--- config.mk ---
export PLATFORM = sky130hd
export DESIGN_NAME = reload_down_timer
export DESIGN_NICKNAME = d
export VERILOG_FILES = /design/src/rtl/tmr_pkg.sv /design/src/rtl/tmr_prescaler.sv /design/src/rtl/tmr_counter.sv /design/src/rtl/tmr_regs.sv /design/src/rtl/reload_down_timer.sv
export SDC_FILE = /design/constraint.sdc
export NUM_CORES = 1
export LEC_CHECK = 0
export ABC_AREA = 1
export CAP_MARGIN = 20
export CORE_ASPECT_RATIO = 2
export CORE_MARGIN = 2
export CORE_UTILIZATION = 50
export DETAILED_ROUTE_END_ITERATION = 10
export GPL_TIMING_DRIVEN = 0
export PLACE_DENSITY = 0.85
export SYNTH_ARGS = -nofsm -noshare
export SYNTH_HDL_FRONTEND = slang
export SYNTH_SLANG_ARGS = --single-unit
--- constraint.sdc ---
create_clock -name clk -period 2.3 [get_ports clk]
set_clock_uncertainty 0.1 [all_clocks]
set_input_delay 0.46 -clock clk [delete_from_list [all_inputs] [get_ports clk]]
set_output_delay 0.46 -clock clk [all_outputs]
set_load 0.02 [all_outputs]
--- src/rtl/tmr_pkg.sv ---
// Package: shared constants, register word addresses and the prescaler
// limit function for the reload down-counter timer.
// Assumes: word-addressed register bus with a 2-bit address.
package tmr_pkg;

    localparam int CNT_W    = 32;
    localparam int SEL_W    = 3;
    localparam int MAX_CODE = 3;
    localparam int PRE_W    = 2 * MAX_CODE + 2;
    localparam int ADDR_W   = 2;
    localparam int IE_BIT   = 5;
    localparam int FLAG_BIT = 8;
    localparam int RUN_BIT  = 0;

    typedef enum logic [ADDR_W-1:0] {
        REG_CTRL  = 2'd0,
        REG_START = 2'd1,
        REG_CONST = 2'd2,
        REG_COUNT = 2'd3
    } reg_word_e;

    // Last phase value before a tick: divider 4 << (2*code), codes clamped.
    function automatic logic [PRE_W-1:0] tick_limit(input logic [SEL_W-1:0] code);
        int c;
        int lim;
        c   = (int'(code) > MAX_CODE) ? MAX_CODE : int'(code);
        lim = (4 << (2 * c)) - 1;
        return lim[PRE_W-1:0];
    endfunction

endpackage

--- src/rtl/tmr_prescaler.sv ---
// Prescaler: counts module clocks and emits a one-cycle tick every
// 4^(code+1) clocks while run is high. The phase is held at zero while
// stopped. Assumes sel may change at any time; a phase already past the
// new limit ticks at once.
module tmr_prescaler #(
    parameter int SEL_W = tmr_pkg::SEL_W,
    parameter int PRE_W = tmr_pkg::PRE_W
) (
    input  logic             clk,
    input  logic             rst_n,
    input  logic             run,
    input  logic [SEL_W-1:0] sel,
    output logic             tick
);

    logic [PRE_W-1:0] phase;
    logic [PRE_W-1:0] limit;

    // Limit for the selected divider.
    always_comb limit = tmr_pkg::tick_limit(sel);

    // Tick when the phase reaches the limit.
    always_comb tick = run && (phase >= limit);

    // Phase counter: cleared when stopped or after a tick.
    always_ff @(posedge clk) begin
        if (!rst_n) begin
            phase <= '0;
        end else if (!run || tick) begin
            phase <= '0;
        end else begin
            phase <= phase + 1'b1;
        end
    end

    AST_TICK_GAP: assert property (@(posedge clk) disable iff (!rst_n)
        tick |=> !tick);

endmodule

--- src/rtl/tmr_counter.sv ---
// Counter: 32-bit down counter with software preload and reload from the
// constant on underflow. Assumes tick is a one-cycle pulse and that a
// software load outranks a tick in the same cycle.
module tmr_counter #(
    parameter int CNT_W = tmr_pkg::CNT_W
) (
    input  logic             clk,
    input  logic             rst_n,
    input  logic             tick,
    input  logic             load_en,
    input  logic [CNT_W-1:0] load_val,
    input  logic [CNT_W-1:0] reload_val,
    output logic [CNT_W-1:0] count,
    output logic             underflow
);

    // Underflow: a tick that finds zero and is not overridden by a load.
    always_comb underflow = tick && !load_en && (count == '0);

    // Count update: load, reload or decrement.
    always_ff @(posedge clk) begin
        if (!rst_n) begin
            count <= '1;
        end else if (load_en) begin
            count <= load_val;
        end else if (underflow) begin
            count <= reload_val;
        end else if (tick) begin
            count <= count - 1'b1;
        end
    end

    AST_DEC_ONE: assert property (@(posedge clk) disable iff (!rst_n)
        (tick && !load_en && count != '0) |=> count == $past(count) - 1'b1);
    AST_RELOAD: assert property (@(posedge clk) disable iff (!rst_n)
        (tick && !load_en && count == '0) |=> count == $past(reload_val));
    AST_HOLD_IDLE: assert property (@(posedge clk) disable iff (!rst_n)
        (!tick && !load_en) |=> $stable(count));
    AST_LOAD_WINS: assert property (@(posedge clk) disable iff (!rst_n)
        load_en |=> count == $past(load_val));

endmodule

--- src/rtl/tmr_regs.sv ---
// Register file: control (rate code, interrupt enable, underflow flag),
// start and constant registers. Assumes one write per cycle and a
// single-cycle underflow pulse from the counter.
module tmr_regs #(
    parameter int CNT_W  = tmr_pkg::CNT_W,
    parameter int SEL_W  = tmr_pkg::SEL_W,
    parameter int ADDR_W = tmr_pkg::ADDR_W
) (
    input  logic              clk,
    input  logic              rst_n,
    input  logic              wr_en,
    input  logic [ADDR_W-1:0] addr,
    input  logic [CNT_W-1:0]  wdata,
    input  logic              underflow,
    output logic [SEL_W-1:0]  sel,
    output logic              int_en,
    output logic              flag,
    output logic              run,
    output logic [CNT_W-1:0]  reload_val
);
    import tmr_pkg::*;

    logic ctrl_wr;
    logic start_wr;
    logic const_wr;
    logic flag_clr;

    // Write decode.
    always_comb begin
        ctrl_wr  = wr_en && (addr == REG_CTRL);
        start_wr = wr_en && (addr == REG_START);
        const_wr = wr_en && (addr == REG_CONST);
        flag_clr = ctrl_wr && !wdata[FLAG_BIT];
    end

    // Rate code and interrupt enable.
    always_ff @(posedge clk) begin
        if (!rst_n) begin
            sel    <= '0;
            int_en <= 1'b0;
        end else if (ctrl_wr) begin
            sel    <= wdata[SEL_W-1:0];
            int_en <= wdata[IE_BIT];
        end
    end

    // Underflow flag: set wins, cleared only by writing 0.
    always_ff @(posedge clk) begin
        if (!rst_n) begin
            flag <= 1'b0;
        end else if (underflow) begin
            flag <= 1'b1;
        end else if (flag_clr) begin
            flag <= 1'b0;
        end
    end

    // Start bit.
    always_ff @(posedge clk) begin
        if (!rst_n) begin
            run <= 1'b0;
        end else if (start_wr) begin
            run <= wdata[RUN_BIT];
        end
    end

    // Constant register.
    always_ff @(posedge clk) begin
        if (!rst_n) begin
            reload_val <= '1;
        end else if (const_wr) begin
            reload_val <= wdata;
        end
    end

    AST_FLAG_SET: assert property (@(posedge clk) disable iff (!rst_n)
        underflow |=> flag);
    AST_FLAG_STICKY: assert property (@(posedge clk) disable iff (!rst_n)
        (flag && !(wr_en && addr == REG_CTRL && !wdata[FLAG_BIT])) |=> flag);
    AST_FLAG_NO_SELF_SET: assert property (@(posedge clk) disable iff (!rst_n)
        (!flag && !underflow) |=> !flag);

endmodule

--- src/rtl/reload_down_timer.sv ---
// Top: prescaled reload down-counter timer with a synchronous register
// bus and a level interrupt. Assumes the bus inputs are synchronous to
// clk; reads are combinational from the addressed register.
module reload_down_timer #(
    parameter int CNT_W  = tmr_pkg::CNT_W,
    parameter int SEL_W  = tmr_pkg::SEL_W,
    parameter int PRE_W  = tmr_pkg::PRE_W,
    parameter int ADDR_W = tmr_pkg::ADDR_W
) (
    input  logic              clk,
    input  logic              rst_n,
    input  logic              bus_wr,
    input  logic [ADDR_W-1:0] bus_addr,
    input  logic [CNT_W-1:0]  bus_wdata,
    output logic [CNT_W-1:0]  bus_rdata,
    output logic              irq
);
    import tmr_pkg::*;

    logic             tick;
    logic             underflow;
    logic             run;
    logic             int_en;
    logic             flag;
    logic [SEL_W-1:0] sel;
    logic [CNT_W-1:0] reload_val;
    logic [CNT_W-1:0] count;
    logic             count_wr;

    // Software preload strobe for the count register.
    always_comb count_wr = bus_wr && (bus_addr == REG_COUNT);

    tmr_prescaler #(.SEL_W(SEL_W), .PRE_W(PRE_W)) u_pre (
        .clk   (clk),
        .rst_n (rst_n),
        .run   (run),
        .sel   (sel),
        .tick  (tick)
    );

    tmr_counter #(.CNT_W(CNT_W)) u_cnt (
        .clk        (clk),
        .rst_n      (rst_n),
        .tick       (tick),
        .load_en    (count_wr),
        .load_val   (bus_wdata),
        .reload_val (reload_val),
        .count      (count),
        .underflow  (underflow)
    );

    tmr_regs #(.CNT_W(CNT_W), .SEL_W(SEL_W), .ADDR_W(ADDR_W)) u_regs (
        .clk        (clk),
        .rst_n      (rst_n),
        .wr_en      (bus_wr),
        .addr       (bus_addr),
        .wdata      (bus_wdata),
        .underflow  (underflow),
        .sel        (sel),
        .int_en     (int_en),
        .flag       (flag),
        .run        (run),
        .reload_val (reload_val)
    );

    // Interrupt request: enable and flag together.
    always_comb irq = int_en && flag;

    // Read mux: addressed register, unused bits zero.
    always_comb begin
        bus_rdata = '0;
        unique case (bus_addr)
            REG_CTRL: begin
                bus_rdata[SEL_W-1:0] = sel;
                bus_rdata[IE_BIT]    = int_en;
                bus_rdata[FLAG_BIT]  = flag;
            end
            REG_START: bus_rdata[RUN_BIT] = run;
            REG_CONST: bus_rdata = reload_val;
            REG_COUNT: bus_rdata = count;
            default:   bus_rdata = '0;
        endcase
    end

    AST_IRQ_ON_UNF: assert property (@(posedge clk) disable iff (!rst_n)
        (underflow && int_en && !(bus_wr && bus_addr == REG_CTRL)) |=> irq);
    AST_IRQ_LOW_NO_EN: assert property (@(posedge clk) disable iff (!rst_n)
        (!int_en && !(bus_wr && bus_addr == REG_CTRL)) |=> !irq);
    AST_STOPPED_NO_TICK: assert property (@(posedge clk) disable iff (!rst_n)
        (!run && !count_wr) |=> $stable(count));

endmodule

==> impl_metrics.json <==
{
  "status": "finished, violations left",
  "violations": "negative setup slack",
  "antenna_found_initial": 0,
  "rsz0062_at_grt": "true",
  "ant_nets": 0,
  "cpPeakStageDelay_ns": 0.37,
  "grt_pass1_wl_um": 28900,
  "gp_congestion": 1.07,
  "cp_slowest_cell": "dfxtp_4",
  "cp_top_family": "simple AND/OR/NAND/NOR gates",
  "clk_latency_ns": 0.36,
  "worstPathCellList": "nor2_4, nand2_2, ha_4, inv_2, xor2_1, inv_1, ha_4, a21o_1, nor2_2, nand2_4, nand3_4, clkinv_8, clkbuf_16, nand3_2, nand2_1",
  "cp-start-kind": "flip-flop",
  "synth_edf_count": 0,
  "synth_cell_types": 31,
  "reg2reg_depth": 15,
  "crit_type": "flip-flop to flip-flop",
  "cp_num_buf_inv": 4,
  "ys_ff_latch": 78,
  "ioPinCount": 70,
  "syn-instance-count": 810,
  "holdPathStages": 1,
  "p_per_area_nw_per_um2": 552,
  "dp_slack_ns": -1.14,
  "wirelength_um": 19000,
  "tns_ns": -2.99,
  "area_delta_synth_final_pct": 31.8,
  "grt_max_degree": 14,
  "diodes": 0,
  "synth_area_um2": 5010,
  "sw_frac_of_total": 0.297,
  "worstMarginPinSlew_ns": 0.753,
  "rows": 51,
  "clock_path_buffers": 2,
  "p_seq_frac": 0.406,
  "drt_pass1_iterations": 5,
  "drc": 0,
  "start_util": 0.513,
  "cts_tree": "done",
  "clockPowerShare": 0.409,
  "hold_violations": 0,
  "worstSetupEndpointType": "flip-flop",
  "max_slew_margin": 0.498,
  "vias": 6022,
  "h-tree-depth": 3,
  "die_area_um2": 10900,
  "synth-simple-area-share": 0.365,
  "synth_nets": 856,
  "die_h_um": 146,
  "clk_pin_slew_ns": 0.06,
  "crit_cells": 15,
  "synth_adder_area_share": 0.0225,
  "avgSynthCellArea_um2": 6.18,
  "synth_flop_cell": "dfxtp_1",
  "async_flop_share": 0,
  "grt_pass1_vias": 5749,
  "cp.arrival_ns": 2.58,
  "cp_max_fo": 8,
  "synthMuxAreaShare": 0,
  "mostFrequentLayoutCells": "nand2_1 (243), inv_1 (112), dfxtp_1 (75), nor2_1 (73), nand3_1 (69)",
  "wire_per_inst_um": 18.3,
  "cts_buffers": 9,
  "final_common_cell": "nand2_1",
  "die_width_um": 74.8,
  "drv_slew": 0,
  "nNetsFinal": 950,
  "synth_compound_area_frac": 0.145,
  "crit_top_cell": "ha_4",
  "ys_seq_area_frac": 0.312,
  "combinationalPowerShare": 0.185,
  "grt_usage": 0.356,
  "post-route-min-period_ns": 2.44,
  "final_layout_size_suffix_gt1_frac": 0.166,
  "root_buffer": "clkbuf_16",
  "portBuffers": 69,
  "final_util": 0.676,
  "ir_drop_mv": 0.531,
  "synth_warnings": 0,
  "hpwl_um": 13000,
  "cts.sinks": 78,
  "coreArea_um2": 9760,
  "via_per_inst": 5.78,
  "setup-violations-final": 32,
  "hold_class": "flip-flop to flip-flop",
  "synth_top_family_by_area": "simple AND/OR/NAND/NOR gates",
  "p_sw_mw": 1.08,
  "p_leak_nw": 3.38,
  "p_int_mw": 2.56,
  "drt-initial-drc-count": 487,
  "fin_crit_sh": 1.06,
  "worst_ep_required_time_ns": 2.44,
  "grt_overflow": 0,
  "fin_ws_ns": -0.136,
  "synth-xor-area-share": 0.0350,
  "drv_cap": 0,
  "fmax_mhz": 411
}
-- worst paths after layout --
path	endpoint	slack (ns)	startpoint
worst max-delay path	u_cnt.count[22]$_SDFFE_PN1P_	-0.14	u_regs.sel[2]$_SDFFE_PN0P_
worst min-delay path	u_pre.phase[0]$_SDFF_PP0_	0.35	u_pre.phase[0]$_SDFF_PP0_
worst max register to register	u_cnt.count[22]$_SDFFE_PN1P_	-0.14	u_regs.sel[2]$_SDFFE_PN0P_
worst min register to register	u_pre.phase[0]$_SDFF_PP0_	0.35	u_pre.phase[0]$_SDFF_PP0_
-- cell usage after synthesis (2+ instances only) --
cell type | instances | share of area
nand2_1 | 256 | 0.19
inv_1 | 113 | 0.085
nand3_1 | 81 | 0.081
dfxtp_1 | 78 | 0.31
nor2_1 | 77 | 0.058
a21oi_1 | 48 | 0.048
o211ai_1 | 28 | 0.042
o22ai_1 | 21 | 0.026
o21ai_0 | 20 | 0.020
xor2_1 | 19 | 0.033
clkbuf_1 | 13 | 0.0097
buf_1 | 9 | 0.0067
ha_1 | 9 | 0.022
buf_2 | 8 | 0.0080
buf_6 | 3 | 0.0067
inv_2 | 3 | 0.0022
nor2_4 | 3 | 0.0067
nand2_2 | 2 | 0.0025
nand3_2 | 2 | 0.0040
nand4_1 | 2 | 0.0025
nor2_2 | 2 | 0.0025
nor2_8 | 2 | 0.0080
nor3_1 | 2 | 0.0020
o221ai_1 | 2 | 0.0035
-- final cells by class --
class	instances	area (um2)
Fill cell	848	3160
Multi-Input combinational cell	582	3110
Sequential cell	78	1570
Timing Repair Buffer	83	726
Inverter	116	450
Buffer	34	278
Clock buffer	11	243
Tap cell	132	165
Clock inverter	5	58.8
-- metrics by stage --
| step | instance area [um2] | total power [mW] | std cells | hold slack (ns) |
|---|---|---|---|---|
| 6_report | 6600 | 3.64 | 1041 | 0.355 |
| 3_3_place_gp | 5860 | 2.11 | 1011 | 0.333 |
| 3_5_place_dp | 5860 | 2.12 | 1011 | 0.342 |
| 2_1_floorplan | 5010 | 1.84 | 810 | 0.318 |
| 4_1_cts | 6460 | 3.58 | 1039 | 0.357 |
| 5_1_grt | 6600 | 3.74 | 1041 | 0.379 |
-- registers in the layout (all words and copies together), names as in the netlist --
| name | flops |
|---|---|
| u_regs.run | 1 |
| u_cnt.count | 32 |
| u_regs.int_en | 1 |
| u_regs.sel | 3 |
| u_pre.phase | 8 |
| u_regs.reload_val | 32 |
| u_regs.flag | 1 |
-- power groups by stage --
stage / logic, mW / registers, mW / clock network (mW)
finish: 0.675 / 1.48 / 1.49
global route: 0.726 / 1.48 / 1.53
CTS: 0.630 / 1.47 / 1.48
detailed placement: 0.620 / 1.50 / 0
global placement: 0.610 / 1.50 / 0
floorplan: 0.353 / 1.48 / 0
-- routing by layer --
layer / track usage / routed length [um] / vias to the layer above
met4: 0.262 / 1580 / 0
met1: 0.358 / 6270 / 2745
met5: 0 / 0 / -
met2: 0.612 / 9900 / 354
met3: 0.0727 / 1250 / 140
li1: - / - / 2783
-- cell families after synthesis --
group	count (synthesis)
and+or+nand+nor	431
buffers and inverters	150
AOI/OAI and AO/OA	122
DFF	78
xor gates and xnor gates	20
adders and majority gates	9
-- repair_timing --
action                     in CTS  in global routing
hold buffers                    0                  0
setup endpoints to repair      66                 45
gates resized for setup       228                 31
gates cloned                    4                  0
setup buffers                   8                  2
pin swaps                      10                 16
Note: power is estimated with default switching activity, not from simulation.
